--- src/rtl/spdif_enc_pkg.sv ---
`timescale 1ns/1ps
package spdif_enc_pkg;
  localparam int CELLS_PER_SF = 64;
  localparam int PRE_CELLS    = 8;
  localparam int DATA_SLOTS   = 28;
  localparam int AUX_SLOTS    = 4;
  localparam int AUDIO_SLOTS  = 20;
  localparam int V_SLOT       = AUX_SLOTS + AUDIO_SLOTS;   // data index of V

  typedef enum logic [1:0] {PRE_B = 2'd0, PRE_M = 2'd1, PRE_W = 2'd2} pre_kind_e;

  // Preamble cell patterns, sent MSB first, for a low incoming line level.
  function automatic logic [7:0] pre_cells(input pre_kind_e k);
    case (k)
      PRE_B:   pre_cells = 8'hE8;
      PRE_W:   pre_cells = 8'hE4;
      default: pre_cells = 8'hE2;
    endcase
  endfunction
endpackage

--- src/rtl/spdif_enc_seq.sv ---
`timescale 1ns/1ps
module spdif_enc_seq
  import spdif_enc_pkg::*;
#(
  parameter int SF_PER_BLOCK = 384
) (
  input  logic       clk,
  input  logic       rst_n,
  input  logic       cell_en,
  output logic [5:0] pos,
  output logic       sf_start,
  output logic       is_left,
  output pre_kind_e  kind
);
  localparam int IDX_W = $clog2(SF_PER_BLOCK);
  localparam logic [IDX_W-1:0] LAST_SF = IDX_W'(SF_PER_BLOCK - 1);
  localparam logic [5:0] LAST_CELL = 6'(CELLS_PER_SF - 1);

  logic [IDX_W-1:0] sf_idx;

  always_ff @(posedge clk) begin
    if (!rst_n) begin
      pos    <= '0;
      sf_idx <= '0;
    end else if (cell_en) begin
      pos <= pos + 6'd1;
      if (pos == LAST_CELL)
        sf_idx <= (sf_idx == LAST_SF) ? '0 : sf_idx + 1'b1;
    end
  end

  always_comb begin
    sf_start = (pos == 6'd0);
    is_left  = ~sf_idx[0];
    if (sf_idx == '0)   kind = PRE_B;
    else if (sf_idx[0]) kind = PRE_W;
    else                kind = PRE_M;
  end


  block_wrap_chk: assert property (@(posedge clk) disable iff (!rst_n)
    cell_en && pos == LAST_CELL && sf_idx == LAST_SF |=> kind == PRE_B);
endmodule

--- src/rtl/spdif_enc_build.sv ---
`timescale 1ns/1ps
module spdif_enc_build
  import spdif_enc_pkg::*;
#(
  parameter int SAMPLE_W = 16
) (
  input  logic [SAMPLE_W-1:0]   sample,
  input  logic                  invalid,
  output logic [DATA_SLOTS-1:0] slots
);
  localparam int PAD = AUDIO_SLOTS - SAMPLE_W;
  localparam int SMP_LO = AUX_SLOTS + PAD;

  always_comb begin
    slots = '0;
    slots[SMP_LO +: SAMPLE_W] = sample;
    slots[V_SLOT] = invalid;
    // parity folded into first auxiliary slot; U, C, P stay 0
    slots[0] = ^{sample, invalid};
  end
endmodule

--- src/rtl/spdif_enc_line.sv ---
`timescale 1ns/1ps
module spdif_enc_line
  import spdif_enc_pkg::*;
(
  input  logic                  clk,
  input  logic                  rst_n,
  input  logic                  cell_en,
  input  logic [5:0]            pos,
  input  logic [7:0]            pre_pat,
  input  logic [DATA_SLOTS-1:0] slots,
  output logic                  line
);
  logic [7:0]            pat_q;
  logic [DATA_SLOTS-1:0] slots_q;
  logic                  line_q;
  logic [7:0]            cur_pat;
  logic [DATA_SLOTS-1:0] cur_slots;
  logic [4:0]            slot_idx;
  logic                  next_cell;

  always_comb begin
    // at the first cell the fresh subframe is used directly
    cur_pat   = (pos == 6'd0) ? (pre_pat ^ {8{line_q}}) : pat_q;
    cur_slots = (pos == 6'd0) ? slots : slots_q;
    slot_idx  = pos[5:1] - 5'd4;
    if (pos < 6'(PRE_CELLS))
      next_cell = cur_pat[3'd7 - pos[2:0]];
    else if (!pos[0])
      next_cell = ~line_q;
    else
      next_cell = cur_slots[slot_idx] ? ~line_q : line_q;
  end

  always_ff @(posedge clk) begin
    if (!rst_n) begin
      line_q  <= 1'b0;
      pat_q   <= '0;
      slots_q <= '0;
    end else if (cell_en) begin
      line_q <= next_cell;
      if (pos == 6'd0) begin
        pat_q   <= cur_pat;
        slots_q <= slots;
      end
    end
  end

  assign line = line_q;


  hold_when_idle_chk: assert property (@(posedge clk) disable iff (!rst_n)
    !cell_en |=> $stable(line_q));

  preamble_from_low_chk: assert property (@(posedge clk) disable iff (!rst_n)
    cell_en && pos == 6'd0 |-> !line_q);

  slot_edge_chk: assert property (@(posedge clk) disable iff (!rst_n)
    cell_en && pos >= 6'd8 && !pos[0] |=> line_q != $past(line_q));
endmodule

--- src/rtl/spdif_subframe_enc.sv ---
`timescale 1ns/1ps
module spdif_subframe_enc
  import spdif_enc_pkg::*;
#(
  parameter int SAMPLE_W     = 16,
  parameter int BLOCK_FRAMES = 192
) (
  input  logic                clk,
  input  logic                rst_n,
  input  logic                cell_en,
  input  logic                mute,
  input  logic                in_valid,
  output logic                in_ready,
  input  logic [SAMPLE_W-1:0] in_left,
  input  logic [SAMPLE_W-1:0] in_right,
  output logic                sdo
);
  localparam int SF_PER_BLOCK = 2 * BLOCK_FRAMES;

  logic [5:0]            pos;
  logic                  sf_start, is_left;
  pre_kind_e             kind;
  logic [SAMPLE_W-1:0]   hold_q;
  logic                  hold_full;
  logic                  accept;
  logic [SAMPLE_W-1:0]   cur_sample;
  logic                  cur_invalid;
  logic [DATA_SLOTS-1:0] slots;

  spdif_enc_seq #(.SF_PER_BLOCK(SF_PER_BLOCK)) u_seq (
    .clk(clk), .rst_n(rst_n), .cell_en(cell_en),
    .pos(pos), .sf_start(sf_start), .is_left(is_left), .kind(kind)
  );

  assign in_ready = cell_en && sf_start && is_left;
  assign accept   = in_ready && in_valid;

  always_comb begin
    if (is_left) begin
      cur_sample  = accept ? in_left : '0;
      cur_invalid = !accept || mute;
    end else begin
      cur_sample  = hold_full ? hold_q : '0;
      cur_invalid = !hold_full || mute;
    end
  end

  always_ff @(posedge clk) begin
    if (!rst_n) begin
      hold_q    <= '0;
      hold_full <= 1'b0;
    end else if (cell_en && sf_start) begin
      if (is_left) begin
        hold_full <= accept;
        if (accept) hold_q <= in_right;
      end else begin
        hold_full <= 1'b0;
      end
    end
  end

  spdif_enc_build #(.SAMPLE_W(SAMPLE_W)) u_build (
    .sample(cur_sample), .invalid(cur_invalid), .slots(slots)
  );

  spdif_enc_line u_line (
    .clk(clk), .rst_n(rst_n), .cell_en(cell_en), .pos(pos),
    .pre_pat(pre_cells(kind)), .slots(slots), .line(sdo)
  );


  right_held_chk: assert property (@(posedge clk) disable iff (!rst_n)
    in_valid && in_ready |=> hold_full);

  right_released_chk: assert property (@(posedge clk) disable iff (!rst_n)
    cell_en && sf_start && !is_left |=> !hold_full);
endmodule

--- config.mk ---
export PLATFORM = sky130hd
export DESIGN_NAME = spdif_subframe_enc
export DESIGN_NICKNAME = d
export VERILOG_FILES = /design/src/rtl/spdif_enc_pkg.sv /design/src/rtl/spdif_enc_seq.sv /design/src/rtl/spdif_enc_build.sv /design/src/rtl/spdif_enc_line.sv /design/src/rtl/spdif_subframe_enc.sv
export SDC_FILE = /design/constraint.sdc
export NUM_CORES = 1
export LEC_CHECK = 0
export ABC_AREA = 1
export BUFFER_PORTS_ARGS = -buffer_cell sky130_fd_sc_hd__buf_2
export CORE_MARGIN = 8
export CORE_UTILIZATION = 65
export CTS_BUF_LIST = sky130_fd_sc_hd__clkbuf_2
export CTS_CLUSTER_DIAMETER = 60
export DETAILED_ROUTE_END_ITERATION = 10
export GPL_TIMING_DRIVEN = 0
export PLACE_DENSITY = 0.87
export REMOVE_ABC_BUFFERS = 1
export SETUP_SLACK_MARGIN = 0.02
export SLEW_MARGIN = 20
export SYNTH_ARGS = -nofsm -noshare
export SYNTH_HDL_FRONTEND = slang
export SYNTH_SLANG_ARGS = --single-unit
--- constraint.sdc ---
create_clock -name clk -period 4.7 [get_ports clk]
set_input_delay 0.94 -clock clk [delete_from_list [all_inputs] [get_ports clk]]
set_output_delay 0.94 -clock clk [all_outputs]
set_load 0.005 [all_outputs]
## Word level (Yosys, flattened, before mapping)

Index checks and enable logic that the tools add are counted.

| operators by class | value |
|---|---|
| add/sub/neg operators | 4 |
| reduce and logical (&&, ||, !) cells | 15 |
| div/mod/pow operators | 0 |
| order comparisons | 3 |
| bitwise operators | 3 |
| eq/ne operators | 4 |
| mux-type cells | 18 |
| shift operators | 0 |
| multiply operators | 0 |

Operators by type and width:

| operator | number |
|---|---|
| 16-bit 2-to-1 mux | 3 |
| 28-bit 2-to-1 mux | 1 |
| 17-bit XOR reduction | 1 |
| 9-bit by 1-bit adder with 9-bit output, second input constant | 1 |
| 9-bit == test, second input constant | 1 |
| 9-bit zero test | 1 |
| 9-bit 2-to-1 mux | 1 |
| 8-bit 2-to-1 mux | 1 |
| 4-bit case mux with 2 select lines | 1 |
| 8-bit bitwise XOR | 1 |
| 1-bit 2-to-1 mux | 7 |
| 6-bit by 1-bit adder with 6-bit output, second input constant | 1 |
| 6-bit == test, second input constant | 1 |
| 6-bit zero test | 1 |
| 5-bit by 6-bit < comparator with 1-bit output, second input constant | 1 |
| 6-bit by 4-bit < comparator with 1-bit output, second input constant | 1 |
| 2-bit AND reduction | 3 |
| 1-bit binary-select mux with 5-bit select | 1 |
| 5-bit by 3-bit subtractor with 5-bit output, second input constant | 1 |
| 3-bit by 4-bit < comparator with 1-bit output, second input constant | 1 |
| 2-bit 2-to-1 mux | 2 |
| 1-bit binary-select mux with 3-bit select | 1 |
| 1-bit logical AND | 3 |
| 3-bit by 1-bit != test with 1-bit output, second input constant | 1 |
| other kinds (7) | 10 |

| word-level totals | value |
|---|---|
| bits in read-only memories | 0 |
| memories kept | 0 |
| bits in writable memories | 0 |
| logic and storage cells | 54 |
| input port bits | 37 |
| bits in latches | 0 |
| register bits | 69 |
| output and inout port bits | 2 |

## Logic depth before layout (Yosys ltp)

Gate-level depths: netlist (run 1).

| logic depth | value |
|---|---|
| depth in word-level cells | 14 |
| mapped depth | 20 |
| mapped depth without buffers | 19 |

## Cells and area by module

Synthesis (run 1) repeated with hierarchy kept, for this count alone.

| unflattened totals | value |
|---|---|
| cell total of the unflattened synthesis | 691 |
| area, all modules | 4414.2 um2 |

By module, submodules not included:

| module | cells an instance | sequential area each (um2) | area an instance (um2) | times used |
|---|---|---|---|---|
| spdif_enc_line | 313 | 740.7 | 2089.5 | 1 |
| spdif_subframe_enc | 171 | 340.3 | 1004.7 | 1 |
| spdif_enc_seq | 117 | 300.3 | 812.0 | 1 |
| spdif_enc_build | 90 | 0.0 | 508.0 | 1 |

## Least setup slack after synthesis (run 1)

Ideal clock, no wire load.

| timing | value |
|---|---|
| kind | input to output |
| start point | input port cell_en |
| end point | output port in_ready |
| buffers on the path | 4 |
| data arrival time | 2020 ps |
| path slack | 1740 ps |
| data required time | 3760 ps |
| stages | 8 |
| cells stage by stage | inv_1 > nor2_4 > buf_6 > buf_8 > inv_1 > clkbuf_1 > clkbuf_1 > nor2_1 |

| between the ends | value |
|---|---|
| longest elaborated chain between the ends | 2 |

Ends and longest elaborated chain:

| item | line | RTL |
|---|---|---|
| start, declared | spdif_subframe_enc.sv:10 | `input logic cell_en,` |
| 1-bit logical AND (2 in series) | spdif_subframe_enc.sv:35 | `assign in_ready = cell_en && sf_start && is_left;` |
| end, declared | spdif_subframe_enc.sv:13 | `output logic in_ready,` |

No other way between the ends.

## Worst setup path after layout (run 1)

| timing | value |
|---|---|
| start point | register u_seq.pos[1] |
| end point | output port in_ready |

| between the ends | value |
|---|---|
| longest elaborated chain between the ends | 3 |

Ends and longest elaborated chain:

| item | line | RTL |
|---|---|---|
| start, declared | spdif_enc_seq.sv:10 | `output logic [5:0] pos,` |
| start signal, assigned | spdif_enc_seq.sv:26 | `pos <= pos + 6'd1;` |
| 6-bit zero test | spdif_enc_seq.sv:33 | `sf_start = (pos == 6'd0);` |
| 1-bit logical AND (2 in series) | spdif_subframe_enc.sv:35 |  |

No other way between the ends.

==> metrics.md, run 1 <==
| Metric | Value |
|---|---|
| Initial Util | `66.84%` |
| ANT cells | `0` |
| HPWL Detailed | `approximately 6.4 mm` |
| Critical path, cell by cell | `inv_1 > ha_1 > nand3_4 > nor2_4 > clkinvlp_4 > nor2_1 > buf_2` |
| Fin crit share | `between 90% and 100%` |
| CTS H-tree lvls | `3` |
| Slowest Stage Delay on Critical Path | `620 ps` |
| Worst vdd ir | `0.1692 mV` |
| WP data arrival | `3460 ps` |
| DR vias/cell | `about 5.6` |
| Total negative setup slack | `0 ps` |
| Routed vias | `between 3k and 4k` |
| R2R Path End | `u_line.slots_q[0]$_SDFFE_PN0P_` |
| Vias in the first global route | `~3.7k` |
| Final net count | `~670` |
| Cells after Synth | `609` |
| Crit path kind | `reg2out` |
| Gr usage total | `22.57%` |
| Startpoint types | `flop` |
| Buffers on Ports | `38` |
| Synth Register Bits | `69` |
| Final Hold Fails | `0` |
| Crit path buf inv count | `3` |
| Synthesized area | `3958 um^2` |
| Pre-CTS setup slack | `-29.43 ps` |
| Worst Path Required | `around 3800 ps` |
| 1st-pass router iterations | `5` |
| GR Overflow Total | `0` |
| Row Count | `28` |
| Hold Crit Class | `reg2reg` |
| Area leader, netlist | `dfxtp_1` |
| Post-synthesis sequential area ratio | `34.90%` |
| Setup-failing EPs final | `0` |
| Number of setup buffers added after CTS | `0` |
| FF-to-FF path depth | `19` |
| Hold Worst Slack | `approximately 440 ps` |
| Total CTS buffers | `9` |
| Area growth, synth to finish | `5.564%` |
| Share of cells above drive strength 1 | `11.51%` |
| GPL Wtd Cong | `roughly 0.86` |
| CTS clk-pin slew, worst paths | `170 ps` |
| Hold worst-path end | `u_line.slots_q[7]$_SDFFE_PN0P_` |
| First-pass GRT wire length | `16.22 mm` |
| Horiz. Die Dim | `94.03 um` |
| Largest net degree at the start of global routing | `47` |
| Synthesized area per cell | `~6.5 um^2` |
| HP Start | `u_line.slots_q[7]$_SDFFE_PN0P_` |
| # fillers | `538` |
| Top area cells in the synthesized netlist | `dfxtp_1 (35%), nand2_1 (17%), a21oi_1 (9.5%)` |
| Clk_skew | `17.43 ps` |
| Synth unique cells | `39` |
| Clock Root Buffer | `clkbuf_2` |
| Detailed Route Iter0 Violations | `288` |
| DRT antenna net count | `0` |
| CTS tree | `yes` |
| Clk buf depth | `2` |
| R2r setup slk | `490 ps` |
| Hold-critical path depth | `2` |
| Yosys top cell area share | `34.90%` |
| Core Area | `5921 um^2` |
| Die Ht | `94.03 um` |
| Io pins | `39` |
| Warnings, synthesis | `0` |
| Slowest-stage cell, CP | `dfxtp_1` |
| Final WL | `9.730 mm` |
| Fin. max-slew vios | `0` |
| Clk_lat worst skew | `approximately 500 ps` |
| Post-layout min period | `4396 ps` |
| DR WL/cell | `13.72 um` |
| Crit Reg-Reg Startpoint | `u_seq.pos[1]$_SDFFE_PN0P_` |
| DRC | `0` |
| Top Family by Delay on Critical Path | `buffers and inverters` |
| Fmax achieved | `~230 MHz` |
| Crit. End Element | `output pin` |
| RSZ-0062 raised after global routing | `no` |
| Antenna violations before repair | `0` |
| Run status | `completed` |
| Pwr dens | `274.6 nW/um^2` |
| P_leak | `between 1.5 and 2 nW` |
| Clock Sinks | `just under 70` |
| Final Worst Setup Slack | `303.9 ps` |
| Max-cap violations | `0` |
| Slew headroom | `43.89%` |
| Die area | `8842 um^2` |
| Crit path depth | `7` |
| Crit Path Max Fanout | `29` |
| Slew of the pin with the lowest slew margin | `840.7 ps` |
worst max-delay path by stage:
stage / from / end / slack [ps]
2_1_floorplan: u_seq.pos[1]$_SDFFE_PN0P_ / in_ready / 1230
3_3_place_gp: u_seq.pos[1]$_SDFFE_PN0P_ / u_line.slots_q[0]$_SDFFE_PN0P_ / 50
3_5_place_dp: u_seq.pos[1]$_SDFFE_PN0P_ / u_line.slots_q[0]$_SDFFE_PN0P_ / -30
4_1_cts: u_seq.pos[1]$_SDFFE_PN0P_ / in_ready / 330
5_1_grt: u_seq.pos[1]$_SDFFE_PN0P_ / in_ready / 40
6_report: u_seq.pos[1]$_SDFFE_PN0P_ / in_ready / 300
tightest hold or removal path, cell delays in order (launching register included):
cell	delay [ps]
dfxtp_1	340
nand2_1	50
nor2_1	30
layout by cell type (no fill, tap or decap), types with 2 or more instances in the layout:
cell type,Yosys,final
nand4_2,2,2
nand4_4,2,2
dfxtp_1,69,69
ha_1,6,6
nand3_1,40,40
clkbuf_2,0,10
clkinv_2,0,2
nand4_1,12,12
a21oi_1,75,75
xnor2_1,4,4
nor2_2,1,3
clkinv_1,0,2
o21ai_0,36,36
buf_2,5,38
nor2_4,2,2
nor2_1,37,37
nand2_4,2,2
o211ai_1,3,3
nor3_1,10,10
inv_1,75,74
inv_2,4,4
nand2_1,180,180
nand3b_1,3,3
xor2_2,2,2
power by group:
group / switching [mW] / total, mW / internal [mW] / leakage (nW)
Clock: 0.204 / 0.265 / 0.0613 / 0.0525
Sequential: 0.0195 / 0.635 / 0.615 / 0.562
Combinational: 0.164 / 0.247 / 0.0831 / 1.32
Total: 0.387 / 1.15 / 0.760 / 1.93
area by class of cell:
| type | instances | area, um^2 | area share (%) |
|---|---|---|---|
| multi-input cells | 433 | 2140 | 51.21 |
| repair inverters | 1 | 5.005 | 0.1198 |
| inverters | 79 | 300.3 | 7.188 |
| clock inverters | 4 | 17.52 | 0.4193 |
| well taps | 75 | 93.84 | 2.246 |
| repair buffers | 38 | 190.2 | 4.552 |
| flip-flops and latches | 69 | 1381 | 33.06 |
| clock buffers | 10 | 50.05 | 1.198 |
sequential cells by signal, summed over array words and instances (netlist names):
name and count:
hold_full 1, hold_q 16, u_line.line 1, u_line.pat_q 8, u_line.slots_q 28, u_seq.pos 6, u_seq.sf_idx 9
repair_timing:
item / CTS / global route
hold buffers: 0 / 0
endpoints found under the setup margin: 2 / 0
resized for setup: 1 / 0
metrics by stage:
stage	util [%]	instances	power [mW]	area, um^2
after detailed placement	69.06	692	0.8820	4089
after floorplan	-	579	0.8089	3805
after global routing	70.56	709	1.207	4178
final	70.56	709	1.147	4178
after global placement	69.06	692	0.8736	4089
after CTS	70.56	709	1.144	4178
cell usage after synthesis:
cell,number
nand2_1,180
a21oi_1,75
inv_1,75
dfxtp_1,69
nand3_1,40
nor2_1,37
o21ai_0,36
clkbuf_1,19
nand4_1,12
nor3_1,10
ha_1,6
buf_2,5
inv_2,4
xnor2_1,4
buf_6,3
nand3b_1,3
o211ai_1,3
buf_1,2
nand2_4,2
nand4_2,2
nand4_4,2
nor2_4,2
xor2_2,2
a211oi_1,1
a21oi_2,1
a21oi_4,1
a31oi_1,1
buf_8,1
nand3_2,1
nand3_4,1
nor2_2,1
nor3b_1,1
o21a_1,1
o21ai_1,1
o21bai_1,1
o22ai_1,1
o311ai_0,1
o31ai_1,1
xor2_1,1
metal layers:
layer  vias to the layer above  routed length (um)  track usage, %
met5                         -                   0               0
met3                        24                 778           5.196
met4                         0                 221           11.10
met1                      1776                4175           25.81
li1                       2017                   -               -
met2                       149                4555           38.56
kinds of logic (layout without fill, tap and decap cells):
kind of cell | after synthesis | after routing | share of synthesized area, %
and+or+nand+nor | 294 | 296 | 33.26
buffers and inverters | 109 | 132 | 11.35
DFF | 69 | 69 | 34.90
adders and majority gates | 6 | 6 | 1.897
AOI/OAI and AO/OA | 124 | 124 | 16.66
xor gates and xnor gates | 7 | 7 | 1.928
Power figures use the tool's default switching activity.
==> run 2: changes to the inputs <==
Settings changed: ABC_AREA 1 to 0, CORE_MARGIN 8 to 10.
==> metrics.md, run 2 <==
| Metric | Value |
|---|---|
| Ys async rst share | `0% (unchanged)` |
| 1st-pass router iterations | `5 (unchanged)` |
| Slowest-stage cell, CP | `dfxtp_1` |
| Critical path, cell by cell | `inv_1 > ha_1 > nand2b_1 > nor2_4 > nand2_1 > nor2_1 > buf_2` |
| Synthesized area | `3726 um^2 (-5.8%)` |
| Post-layout min period | `4109 ps (-286.8 ps)` |
| Fin. max-slew vios | `0 (unchanged)` |
| GPL Wtd Cong | `0.8892 (+3.8%)` |
| Clk_skew | `22.25 ps (+4.812 ps)` |
| Biggest regs | `u_line.slots_q: 28 flops, hold_q: 16 flops, u_seq.sf_idx: 9 flops` |
| Startpoint types | `flop` |
| Final WL | `8.927 mm (-8.3%)` |
| Largest Register | `u_line.slots_q` |
| Clk buf depth | `2 (unchanged)` |
| Max-cap violations | `0 (unchanged)` |
| Die area | `9160 um^2 (+3.6%)` |
| Fin cells | `550 (-22%)` |
| Crit Reg-Reg Startpoint | `u_seq.pos[1]$_SDFFE_PN0P_` |
| Warnings, synthesis | `0 (unchanged)` |
| Power Total | `1.162 mW (+1.3%)` |
| Run status | `completed` |
| R2r setup slk | `1190 ps (+700 ps)` |
| R2R Path End | `u_line.slots_q[0]$_SDFFE_PN0P_` |
| Buffers on Ports | `38 (unchanged)` |
| Crit. Startpoint | `u_seq.pos[1]$_SDFFE_PN0P_` |
| Crit path buf inv count | `2 (-1)` |
| Ys flop type | `dfxtp_1` |
| Commonest non-fill, non-tap cell in the layout | `nand2_1` |
| Antenna violations before repair | `0 (unchanged)` |
| Die Ht | `95.71 um (+1.8%)` |
| Crit path depth | `7 (unchanged)` |
| Share of cells above drive strength 1 | `14.02% (+2.5 points)` |
| Final net count | `516 (-23%)` |
| Hold Crit Class | `reg2reg` |
| DR vias/cell | `6.191 (+11%)` |
| # fillers | `447 (-17%)` |
| Synthesized area per cell | `8.136 um^2 (+25%)` |
| Yosys top cell area share | `37.07% (+2.2 points)` |
| Gr usage total | `20.27% (-2.3 points)` |
| Largest net degree at the start of global routing | `44 (-6.4%)` |
| Max FFs per register | `28 (unchanged)` |
| Setup-failing EPs final | `0 (unchanged)` |
| Initial Util | `67.25% (+0.41 points)` |
| Io pins | `39 (unchanged)` |
| Pwr dens | `295.0 nW/um^2 (+7.5%)` |
| Final Worst Setup Slack | `590.7 ps (+286.8 ps)` |
| Clk_lat worst skew | `550 ps (+50 ps)` |
| Detailed Route Iter0 Violations | `362 (+26%)` |
| First-pass GRT wire length | `14.87 mm (-8.3%)` |
| Slowest Stage Delay on Critical Path | `830 ps (+210 ps)` |
| Pre-CTS setup slack | `1270 ps (+1299 ps)` |
| Post-synthesis sequential area ratio | `37.07% (+2.2 points)` |
| Clock Root Buffer | `clkbuf_2` |
| Hold buffers post-CTS | `0 (unchanged)` |
| DRC | `0 (unchanged)` |
| Synth unique cells | `59 (+51%)` |
| Crit Path Max Fanout | `18 (-38%)` |
| Finished Cell Area | `3939 um^2 (-5.7%)` |
| Fmax achieved | `243.3 MHz (+7.0%)` |
| Slew of the pin with the lowest slew margin | `959.7 ps (+119.0 ps)` |
| Area leader, netlist | `dfxtp_1` |
| Number of setup buffers added after CTS | `0 (unchanged)` |
| Fin crit share | `87.43% (-6.1 points)` |
| Post-layout util | `71.09% (+0.53 points)` |
| DRT antenna net count | `0 (unchanged)` |
| CTS H-tree lvls | `3 (unchanged)` |
| Total negative setup slack | `0 ps (unchanged)` |
| Crit. End Element | `output pin` |
| Horiz. Die Dim | `95.71 um (+1.8%)` |
| CTS clk-pin slew, worst paths | `190 ps (+20 ps)` |
| Core Area | `5540 um^2 (-6.4%)` |
| Vias in the first global route | `3217 (-13%)` |
| P_leak | `1.493 nW (-23%)` |
| HPWL Detailed | `6.093 mm (-5.1%)` |
| Post-synth top cells | `nand2_1 (70), dfxtp_1 (69), a21oi_1 (39)` |
| Final Hold Fails | `0 (unchanged)` |
| Cells after Synth | `458 (-25%)` |
| Synth Register Bits | `69 (unchanged)` |
| RSZ-0062 raised after global routing | `no` |
| Top area cells in the synthesized netlist | `dfxtp_1 (37%), nand2_1 (7.1%), a21oi_1 (5.2%)` |
| CTS tree | `yes` |
| Worst vdd ir | `0.2312 mV (+37%)` |
| Routed vias | `3405 (-14%)` |
| Crit path to | `in_ready` |
| FF/Latch Area | `1381 um^2 (unchanged)` |
| Slew headroom | `35.82% (-8.1 points)` |
| Worst Path Required | `3760 ps (about the same)` |
| Placed cell count | `534 (-23%)` |
| FF-to-FF path depth | `10 (-9)` |
| Placed cell area | `3849 um^2 (-5.9%)` |
| WP data arrival | `3170 ps (-290 ps)` |
| Area growth, synth to finish | `5.709%` |
| Clock Sinks | `69 (unchanged)` |
| ANT cells | `0 (unchanged)` |
| Hold Worst Slack | `478.9 ps (+34.12 ps)` |
| DR WL/cell | `16.23 um (+18%)` |
| Top Family by Delay on Critical Path | `simple AND/OR/NAND/NOR gates` |
| Post-synth EDFFs | `0 (unchanged)` |
| Row Count | `27 (-3.6%)` |
| Post-cts sizing count | `0 (-1)` |
| Most frequent cells in the layout | `nand2_1 (70), dfxtp_1 (69), a21oi_1 (39), buf_2 (38), nor2_1 (29)` |
| Crit path kind | `reg2out` |
| GR Overflow Total | `0 (unchanged)` |
| Total CTS buffers | `9 (unchanged)` |
| Most frequent cell after synthesis | `nand2_1` |
| Multi-input combinational cell area | `2150 um^2 (+0.47%)` |
run 2: cell types whose count changed in the layout (fill, tap and decap cells not counted), moves of 8 or more:
| cell | delta |
|---|---|
| a211oi_1 | +10 |
| a21oi_1 | -36 |
| a22oi_1 | +12 |
| a31oi_1 | +11 |
| and3_1 | +14 |
| inv_1 | -65 |
| mux2i_1 | +9 |
| nand2_1 | -110 |
| nand3_1 | -35 |
| nor2_1 | -8 |
| nor2b_1 | +17 |
| o21ai_0 | -10 |
| xnor2_1 | +10 |
| xor2_1 | +8 |
run 2: where the power goes:
| group | leakage (nW) | internal [mW] | switching [mW] |
|---|---|---|---|
| Sequential | 0.563 | 0.620 | 0.0323 |
| Combinational | 0.878 | 0.0905 | 0.127 |
| Clock | 0.0516 | 0.0691 | 0.223 |
| Total | 1.49 | 0.780 | 0.382 |
run 2: cell families (layout without fill, tap and decap cells):
family / count (synthesis) / in the layout / share of synthesized area (%)
DFF: 69 / 69 / 37.07
and+or+nand+nor: 169 / 169 / 22.43
xor gates and xnor gates: 23 / 23 / 5.406
adders and majority gates: 6 / 6 / 2.015
muxes: 14 / 14 / 5.138
buffers and inverters: 44 / 64 / 5.406
AOI/OAI and AO/OA: 133 / 133 / 22.53
run 2: per-layer routing:
metal	global-route usage [%]	wire length [um]	vias to the layer above
met3	5.681	652	22
met4	7.125	157	0
met1	25.40	3827	1574
met2	32.73	4290	143
li1	-	-	1666
met5	0	0	-
run 2: worst min-delay path by stage:
stage | depth (start not counted) | to | slack [ps] | from
after floorplan | 2 | u_line.pat_q[0]$_SDFFE_PN0N_ | 430 | u_line.pat_q[0]$_SDFFE_PN0N_
after global placement | 2 | u_line.pat_q[0]$_SDFFE_PN0N_ | 440 | u_line.pat_q[0]$_SDFFE_PN0N_
after detailed placement | 1 | u_line.pat_q[6]$_SDFFE_PN0N_ | 450 | u_line.pat_q[6]$_SDFFE_PN0N_
after CTS | 2 | u_line.pat_q[4]$_SDFFE_PN0N_ | 480 | u_line.pat_q[4]$_SDFFE_PN0N_
after global routing | 2 | u_line.pat_q[4]$_SDFFE_PN0N_ | 490 | u_line.pat_q[4]$_SDFFE_PN0N_
final | 2 | u_line.pat_q[4]$_SDFFE_PN0N_ | 480 | u_line.pat_q[4]$_SDFFE_PN0N_
run 2: cell type report:
cell class	instances	area share [%]
repair buffers	38	4.828
clock buffers	10	1.271
inverters	10	0.9530
clock inverters	6	1.017
well taps	72	2.287
multi-input cells	345	54.57
flip-flops and latches	69	35.07
run 2: worst register-to-register path: cells and delay by family, from the launching register on:
family	cells	cell delay [ps]
simple gates	2	990
xor+xnor	3	640
compound gates	3	620
flops	1	580
buf+inv	1	320
fa+ha+maj	1	230
